`src/rtl/uart_xcvr_pkg.sv`:
```
package uart_xcvr_pkg;

  localparam int REG_W    = 10;
  localparam int CHAR_W   = 9;
  localparam int FRAME_W  = 13;
  localparam int RBITS_W  = CHAR_W + 1;

  typedef struct packed {
    logic       msb_first;
    logic       stop2;
    logic       par_odd;
    logic       par_en;
    logic [2:0] mode;
  } fmt_t;

  typedef struct packed {
    logic rx_en;
    logic tx_en;
    logic od;
    fmt_t fmt;
  } cfg_t;

  function automatic logic [3:0] char_len(input logic [2:0] m);
    case (m)
      3'b100:  return 4'd7;
      3'b101:  return 4'd8;
      3'b110:  return 4'd9;
      default: return 4'd0;
    endcase
  endfunction

  // Masks to the character length and reverses 8-bit characters if requested.
  function automatic logic [CHAR_W-1:0] order_bits(input logic [CHAR_W-1:0] d,
                                                   input logic [3:0] len,
                                                   input logic msb);
    logic [CHAR_W-1:0] o;
    o = '0;
    for (int i = 0; i < CHAR_W; i++) begin
      if (i < int'(len)) begin
        if (msb && len == 4'd8 && i < 8) o[i] = d[7-i];
        else                             o[i] = d[i];
      end
    end
    return o;
  endfunction

  function automatic logic [FRAME_W-1:0] build_frame(input logic [CHAR_W-1:0] d,
                                                     input fmt_t f);
    logic [FRAME_W-1:0] fr;
    logic [CHAR_W-1:0]  ob;
    logic [3:0]         len;
    len = char_len(f.mode);
    ob  = order_bits(d, len, f.msb_first);
    fr  = '1;
    fr[0] = 1'b0;
    for (int i = 0; i < CHAR_W; i++) begin
      if (i < int'(len)) fr[1+i] = ob[i];
    end
    if (f.par_en) fr[1+int'(len)] = (^ob) ^ f.par_odd;
    return fr;
  endfunction

  function automatic logic [3:0] frame_len(input fmt_t f);
    return 4'd2 + char_len(f.mode) + {3'b0, f.par_en} + {3'b0, f.stop2};
  endfunction

  function automatic logic [CHAR_W-1:0] unpack_char(input logic [RBITS_W-1:0] rb,
                                                    input logic [3:0] len,
                                                    input logic msb);
    logic [CHAR_W-1:0] raw;
    raw = '0;
    for (int i = 0; i < CHAR_W; i++) begin
      if (i < int'(len)) raw[i] = rb[i];
    end
    return order_bits(raw, len, msb);
  endfunction

endpackage

```
`src/rtl/uart_baud.sv`:
```
module uart_baud #(
  parameter int DIV_W = 8
) (
  input  logic             clk,
  input  logic             rst_n,
  input  logic             run,
  input  logic [1:0]       psel,
  input  logic [DIV_W-1:0] div,
  output logic             tick16
);
  localparam int PW = 6;

  logic [PW-1:0]    pcnt;
  logic [PW-1:0]    plim;
  logic [DIV_W-1:0] bcnt;
  logic             ptick;

  always_comb begin
    case (psel)
      2'd0:    plim = PW'(0);
      2'd1:    plim = PW'(7);
      2'd2:    plim = PW'(31);
      default: plim = PW'(63);
    endcase
  end

  assign ptick  = (pcnt == plim);
  assign tick16 = run && ptick && (bcnt == div);

  always_ff @(posedge clk or negedge rst_n) begin
    if (!rst_n) begin
      pcnt <= '0;
      bcnt <= '0;
    end else if (!run) begin
      pcnt <= '0;
      bcnt <= '0;
    end else if (ptick) begin
      pcnt <= '0;
      bcnt <= (bcnt == div) ? '0 : bcnt + 1'b1;
    end else begin
      pcnt <= pcnt + 1'b1;
    end
  end
endmodule

```
`src/rtl/uart_tx.sv`:
```
module uart_tx
  import uart_xcvr_pkg::*;
(
  input  logic              clk,
  input  logic              rst_n,
  input  logic              run,
  input  logic              tx_en,
  input  fmt_t              fmt,
  input  logic              tick16,
  input  logic              wr,
  input  logic [CHAR_W-1:0] wdata,
  output logic              line,
  output logic              buf_empty,
  output logic              reg_empty
);
  logic [CHAR_W-1:0]  thr;
  logic               thr_full;
  logic               busy;
  logic [FRAME_W-1:0] sh;
  logic [3:0]         bits_left;
  logic [3:0]         sub;
  logic               load;

  assign load = run && tx_en && thr_full && !busy;

  always_ff @(posedge clk or negedge rst_n) begin
    if (!rst_n) begin
      thr       <= '0;
      thr_full  <= 1'b0;
      busy      <= 1'b0;
      sh        <= '1;
      bits_left <= '0;
      sub       <= '0;
    end else begin
      if (!run) begin
        busy <= 1'b0;
        sh   <= '1;
      end else if (load) begin
        sh        <= build_frame(thr, fmt);
        bits_left <= frame_len(fmt);
        sub       <= '0;
        busy      <= 1'b1;
        thr_full  <= 1'b0;
      end else if (busy && tick16) begin
        if (sub == 4'd15) begin
          sub       <= '0;
          sh        <= {1'b1, sh[FRAME_W-1:1]};
          bits_left <= bits_left - 1'b1;
          if (bits_left == 4'd1) busy <= 1'b0;
        end else begin
          sub <= sub + 1'b1;
        end
      end
      if (wr) begin
        thr      <= wdata;
        thr_full <= 1'b1;
      end
    end
  end

  assign line      = busy ? sh[0] : 1'b1;
  assign buf_empty = !thr_full;
  assign reg_empty = !busy;
endmodule

```
`src/rtl/uart_rx.sv`:
```
module uart_rx
  import uart_xcvr_pkg::*;
#(
  parameter int SYNC_STAGES = 2
) (
  input  logic              clk,
  input  logic              rst_n,
  input  logic              run,
  input  logic              rx_en,
  input  logic [3:0]        len,
  input  logic              par_en,
  input  logic              par_odd,
  input  logic              msb,
  input  logic              tick16,
  input  logic              rxd,
  input  logic              rd_ack,
  output logic [CHAR_W-1:0] data,
  output logic              done,
  output logic              ovr,
  output logic              fe,
  output logic              pe
);
  logic [SYNC_STAGES-1:0] syn;
  logic                   rx_s;
  logic                   active;
  logic                   wait_hi;
  logic [3:0]             sub;
  logic [3:0]             bidx;
  logic [RBITS_W-1:0]     rbits;
  logic [3:0]             last_idx;
  logic                   complete;
  logic [CHAR_W-1:0]      decoded;
  logic                   par_bad;

  generate
    if (SYNC_STAGES == 1) begin : g_sync1
      always_ff @(posedge clk or negedge rst_n) begin
        if (!rst_n) syn <= '1;
        else        syn <= rxd;
      end
    end else begin : g_syncn
      always_ff @(posedge clk or negedge rst_n) begin
        if (!rst_n) syn <= '1;
        else        syn <= {syn[SYNC_STAGES-2:0], rxd};
      end
    end
  endgenerate

  assign rx_s     = syn[SYNC_STAGES-1];
  assign last_idx = len + {3'b0, par_en} + 4'd1;
  assign complete = run && rx_en && active && tick16 && (sub == 4'd7) && (bidx == last_idx);
  assign decoded  = unpack_char(rbits, len, msb);
  assign par_bad  = par_en && (((^decoded) ^ rbits[len]) != par_odd);

  always_ff @(posedge clk or negedge rst_n) begin
    if (!rst_n) begin
      active  <= 1'b0;
      wait_hi <= 1'b0;
      sub     <= '0;
      bidx    <= '0;
      rbits   <= '0;
    end else if (!run || !rx_en) begin
      active  <= 1'b0;
      wait_hi <= 1'b0;
    end else if (!active) begin
      if (wait_hi) begin
        if (rx_s) wait_hi <= 1'b0;
      end else if (!rx_s) begin
        active <= 1'b1;
        sub    <= '0;
        bidx   <= '0;
      end
    end else if (tick16) begin
      sub <= sub + 1'b1;
      if (sub == 4'd7) begin
        if (bidx == 4'd0) begin
          if (rx_s) active <= 1'b0;
          else      bidx   <= 4'd1;
        end else if (bidx == last_idx) begin
          active  <= 1'b0;
          wait_hi <= !rx_s;
        end else begin
          rbits[bidx - 4'd1] <= rx_s;
          bidx               <= bidx + 1'b1;
        end
      end
    end
  end

  always_ff @(posedge clk or negedge rst_n) begin
    if (!rst_n) begin
      data <= '0;
      done <= 1'b0;
      ovr  <= 1'b0;
      fe   <= 1'b0;
      pe   <= 1'b0;
    end else begin
      if (!rx_en) begin
        ovr <= 1'b0;
        fe  <= 1'b0;
        pe  <= 1'b0;
      end else if (complete) begin
        if (done && !rd_ack) begin
          ovr <= 1'b1;
        end else begin
          data <= decoded;
          done <= 1'b1;
          fe   <= fe | !rx_s;
          pe   <= pe | par_bad;
        end
      end
      if (rd_ack && !complete) done <= 1'b0;
    end
  end
endmodule

```
`src/rtl/uart_xcvr.sv`:
```
module uart_xcvr
  import uart_xcvr_pkg::*;
#(
  parameter int DIV_W       = 8,
  parameter int SYNC_STAGES = 2
) (
  input  logic             clk,
  input  logic             rst_n,
  input  logic             reg_wr,
  input  logic             reg_rd,
  input  logic [1:0]       reg_addr,
  input  logic [REG_W-1:0] reg_wdata,
  output logic [REG_W-1:0] reg_rdata,
  input  logic             rxd_in,
  output logic             txd_out,
  output logic             txd_oe,
  output logic             tx_buf_empty,
  output logic             tx_reg_empty,
  output logic             rx_done,
  output logic             err_overrun,
  output logic             err_frame,
  output logic             err_parity,
  output logic             err_any
);
  localparam logic [1:0] A_TXD = 2'd0;
  localparam logic [1:0] A_RXD = 2'd1;
  localparam logic [1:0] A_BRG = 2'd2;
  localparam logic [1:0] A_CFG = 2'd3;

  cfg_t              cfg_q;
  logic [DIV_W-1:0]  div_q;
  logic [1:0]        psel_q;
  logic              engine_on;
  logic              tick16;
  logic              tx_line;
  logic              tx_en_w;
  logic              rx_en_w;
  logic              od_w;
  logic [3:0]        len_w;
  logic [CHAR_W-1:0] rx_buf;
  logic              rd_ack;

  always_ff @(posedge clk or negedge rst_n) begin
    if (!rst_n) begin
      cfg_q  <= '0;
      div_q  <= '0;
      psel_q <= '0;
    end else if (reg_wr) begin
      if (reg_addr == A_CFG) cfg_q <= cfg_t'(reg_wdata[$bits(cfg_t)-1:0]);
      if (reg_addr == A_BRG) begin
        div_q  <= reg_wdata[DIV_W-1:0];
        psel_q <= reg_wdata[REG_W-1:REG_W-2];
      end
    end
  end

  assign len_w     = char_len(cfg_q.fmt.mode);
  assign engine_on = (len_w != 4'd0);
  assign tx_en_w   = cfg_q.tx_en;
  assign rx_en_w   = cfg_q.rx_en;
  assign od_w      = cfg_q.od;
  assign rd_ack    = reg_rd && (reg_addr == A_RXD);

  uart_baud #(.DIV_W(DIV_W)) u_baud (
    .clk    (clk),
    .rst_n  (rst_n),
    .run    (engine_on),
    .psel   (psel_q),
    .div    (div_q),
    .tick16 (tick16)
  );

  uart_tx u_tx (
    .clk       (clk),
    .rst_n     (rst_n),
    .run       (engine_on),
    .tx_en     (tx_en_w),
    .fmt       (cfg_q.fmt),
    .tick16    (tick16),
    .wr        (reg_wr && reg_addr == A_TXD),
    .wdata     (reg_wdata[CHAR_W-1:0]),
    .line      (tx_line),
    .buf_empty (tx_buf_empty),
    .reg_empty (tx_reg_empty)
  );

  uart_rx #(.SYNC_STAGES(SYNC_STAGES)) u_rx (
    .clk     (clk),
    .rst_n   (rst_n),
    .run     (engine_on),
    .rx_en   (rx_en_w),
    .len     (len_w),
    .par_en  (cfg_q.fmt.par_en),
    .par_odd (cfg_q.fmt.par_odd),
    .msb     (cfg_q.fmt.msb_first),
    .tick16  (tick16),
    .rxd     (rxd_in),
    .rd_ack  (rd_ack),
    .data    (rx_buf),
    .done    (rx_done),
    .ovr     (err_overrun),
    .fe      (err_frame),
    .pe      (err_parity)
  );

  assign txd_out = tx_line;
  assign txd_oe  = od_w ? !tx_line : 1'b1;
  assign err_any = err_overrun | err_frame | err_parity;

  always_comb begin
    case (reg_addr)
      A_RXD:   reg_rdata = REG_W'(rx_buf);
      A_BRG:   reg_rdata = REG_W'({psel_q, div_q});
      A_CFG:   reg_rdata = REG_W'(cfg_q);
      default: reg_rdata = '0;
    endcase
  end
endmodule

```
`config.mk`:
```
export PLATFORM = sky130hd
export DESIGN_NAME = uart_xcvr
export DESIGN_NICKNAME = d
export VERILOG_FILES = /design/src/rtl/uart_xcvr_pkg.sv /design/src/rtl/uart_baud.sv /design/src/rtl/uart_tx.sv /design/src/rtl/uart_rx.sv /design/src/rtl/uart_xcvr.sv
export SDC_FILE = /design/constraint.sdc
export NUM_CORES = 1
export LEC_CHECK = 0
export ABC_AREA = 0
export BUFFER_PORTS_ARGS = -buffer_cell sky130_fd_sc_hd__buf_2
export CORE_UTILIZATION = 30
export CTS_BUF_LIST = sky130_fd_sc_hd__clkbuf_4 sky130_fd_sc_hd__clkbuf_8 sky130_fd_sc_hd__clkbuf_16
export DETAILED_ROUTE_END_ITERATION = 12
export GPL_TIMING_DRIVEN = 0
export PLACE_DENSITY = 0.43
export REMOVE_ABC_BUFFERS = 1
export SYNTH_ARGS = -nofsm -noshare
export SYNTH_HDL_FRONTEND = slang
export SYNTH_HIERARCHICAL = 1
export SYNTH_SLANG_ARGS = --single-unit
```
`constraint.sdc`:
```
create_clock -name clk -period 9.4 [get_ports clk]
set_input_delay 0 -clock clk [delete_from_list [all_inputs] [get_ports clk]]
set_output_delay 0 -clock clk [all_outputs]
set_load 0.02 [all_outputs]
```
==> flow_metrics.py <==
metrics = {
    "outcome": {
        "status": "complete, no violations",
    },
    "setup_path": {
        "cp-start-kind": "register",
        "required_ps": 9640,
        "cp-end-kind": "register",
        "r2r_start": "cfg_q[2]",
        "crit_path_max_fanout": 13,
        "reg2reg_depth": 10,
        "crit_arrival_ps": 4860,
        "path_class": "register to register",
        "r2r-end": "u_rx/rbits[1]",
        "r2r_slack_ps": 4780,
    },
    "clocking": {
        "clk_latency_ps": 350,
        "cts_tree": "yes",
        "cts_made_buffers": 9,
        "cts_root_buffer": "clkbuf_16",
        "htree_levels": 3,
        "path_clk_slew_ps": 70,
        "clock_path_buffers": 2,
        "cts_setup_buffers": 0,
        "clock_sinks": 101,
    },
    "placed_design": {
        "io_buffers": 35,
        "gp_congestion": 0.809,
        "place_hpwl_um": 11000,
    },
    "drt": {
        "routedWlPerCell_um": 16.0,
        "final_antenna_net_count": 0,
        "drc": 0,
        "vias_per_cell": 5.00,
        "wl_um": 15000,
        "first_pass_iters": 4,
        "drt_iter0_markers": 225,
        "dr_total_vias": 4687,
    },
    "floorplan": {
        "initial_core_util_pct": 30.6,
        "die_h_um": 146,
        "fp.dieW_um": 146,
        "core_um2": 20200,
        "rows": 52,
        "ios": 36,
        "fp.dieArea_um2": 21200,
    },
    "global_routing": {
        "grt_pass1_wl_um": 25200,
        "grt.total_usage_pct": 15.0,
        "gr-total-overflow": 0,
        "antenna_found_initial": 0,
        "grt_pass1_vias": 4687,
        "grt_max_degree": 66,
    },
    "min_path": {
        "worstHoldStart": "reg_rd",
        "hold_end": "u_rx/done",
        "min_path_cells": 4,
        "holdCritPathClass": "input pin to register",
    },
    "logic_synthesis": {
        "ys_ff_latch": 101,
        "synth_cell_types": 81,
        "synth-main-ff-cell": "dfrtp_1",
        "syn_area_um2": 6190,
        "ys_seq_area_share_pct": 41.1,
        "yosys.area.top_type_share_pct": 34.8,
        "synth_largest_area_cell": "dfrtp_1",
        "syn_area_per_cell_um2": 9.91,
        "async_flop_share_pct": 100,
        "synth.area.top_cells": "dfrtp_1, mux2_2, dfstp_2",
        "synth_warnings": 6,
        "synth_cells": 625,
        "synth-edff-count": 0,
    },
    "layout": {
        "layout-drive-gt1-share_pct": 21.4,
        "final_util_pct": 34.9,
        "n_fill_cell": 2057,
        "fin_nets": 699,
        "area_growth_pct": 14.0,
        "num_antenna_cells": 0,
    },
    "timing": {
        "tightest_slew_ps": 1170,
        "fin_setup_tns_ps": 0,
        "finalHoldViolCount": 0,
        "maxSlewViolCount": 0,
        "min_period_over_period_pct": 49.2,
        "slew_headroom_pct": 21.1,
        "rsz0062_at_grt": "no",
        "period_needed_ps": 4620,
        "finalSetupViolCount": 0,
        "max_clock_freq_mhz": 216,
        "clock_skew_ps": 4.83,
    },
    "pwr": {
        "p_leak_nw": 3.04,
        "powerDensity_nw_per_um2": 193,
        "peakVddDrop_uv": 86.2,
    },
    "run": {
        "max_cap_violations": 0,
    },
}
## critical path: stages, from the launching register on
cell	delay, ps
dfrtp_1	610
a21boi_2	600
inv_1	290
nor3_1	1000
nand2_1	230
nor3b_1	390
and2b_1	240
nand3_1	150
nor4_1	540
nand2_1	150
mux2_2	290
## flip-flops by register name, summed over array words and instances (netlist names), 6 cells and up
name,count
div_q,8
cfg_q,7
u_rx/rbits,10
u_baud/bcnt,8
u_baud/pcnt,6
u_rx/data,9
u_tx/sh,13
u_tx/thr,9
## per-layer routing
metal | part of all wire [%] | vias to the layer above | global-route usage [%] | wire (µm)
met1 | 48 | 2326 | 19.7 | 7210
met5 | 0 | - | 0 | 0
li1 | - | 2282 | - | -
met3 | 3.2 | 14 | 3.23 | 480
met2 | 48 | 65 | 24.9 | 7150
met4 | 1.0 | 0 | 3.58 | 153
## worst max-delay path by stage
| stage | from | endpoint | slack [ps] | depth (start not counted) |
|---|---|---|---|---|
| 2_1_floorplan | cfg_q[0] | u_rx/rbits[0] | 5170 | 10 |
| 3_3_place_gp | cfg_q[2] | u_rx/rbits[1] | 2790 | 10 |
| 3_5_place_dp | cfg_q[2] | u_rx/rbits[1] | 4800 | 10 |
| 4_1_cts | cfg_q[2] | u_rx/rbits[1] | 4760 | 10 |
| 5_1_grt | cfg_q[2] | u_rx/rbits[1] | 4430 | 10 |
| 6_report | cfg_q[2] | u_rx/rbits[1] | 4780 | 10 |
## cell usage after synthesis, drive strengths merged (16+ instances only)
library cell and count:
a21oi 33, clkbuf 16, dfrtp 86, ha 19
inv 25, mux2 47, nand2 85, nand3 24
nor2 33, o21ai 33, xnor2 20, xor2 27
## power breakdown
group / internal, W / switching [W]
sequential: 0.000495 / 0.0000651
clock: 0.000245 / 0.000172
combinational: 0.000172 / 0.000212
## timing repair
item / CTS / global route
endpoints found under the setup margin: 0 / 0
gates resized for setup: 0 / 0
endpoints found under the hold margin: 66 / 0
hold buffers: 12 / 0
## placed cells by master, fill, tap and decap left out, types with 4 or more instances in the layout
master	count
a211oi_1	4
inv_1	24
mux2i_1	9
buf_2	34
dlygate4sd3_1	12
and2_1	5
xor2_1	26
clkbuf_16	9
xnor2_1	20
o21ai_0	31
mux2_4	8
nand3_1	23
and3_1	5
nor2b_1	6
mux2_2	39
ha_1	19
or3_1	11
a21o_1	10
dfrtp_1	86
nor3_1	11
o22ai_1	6
a22o_1	11
a21oi_1	32
a31oi_1	8
nor2_1	33
nand2_1	84
dfstp_2	15
## stage by stage
step | power [W] | hold slack [ps] | instance area (µm²) | setup slack [ps] | instances
floorplan | 0.000834 | -296 | 6050 | 5170 | 602
global placement | 0.000943 | 107 | 6560 | 2790 | 907
detailed placement | 0.000952 | 16.1 | 6610 | 4800 | 909
CTS | 0.00139 | 65.5 | 7060 | 4760 | 937
global route | 0.00145 | 104 | 7060 | 4430 | 937
finish | 0.00136 | 81.9 | 7060 | 4780 | 937
## area by class of cell
type                            instances  area [µm²]  share of cell area (%)
Inverter                               25        93.8                    1.33
Clock buffer                           11         246                    3.49
Timing Repair Buffer                   49         337                    4.77
Clock inverter                          5        82.6                    1.17
Multi-Input combinational cell        476        3420                    48.4
Tap cell                              270         338                    4.78
Sequential cell                       101        2550                    36.1
## logic make-up after synthesis
| group | after synthesis | synth area share [%] |
|---|---|---|
| muxes | 57 | 10.9 |
| buffers and inverters | 48 | 3.86 |
| adders and majority gates | 20 | 4.16 |
| AOI/OAI and AO/OA | 131 | 14.0 |
| DFF | 101 | 41.1 |
| xor gates and xnor gates | 49 | 7.50 |
| and+or+nand+nor | 219 | 18.4 |
No activity file was read; power rests on OpenSTA's default activity.
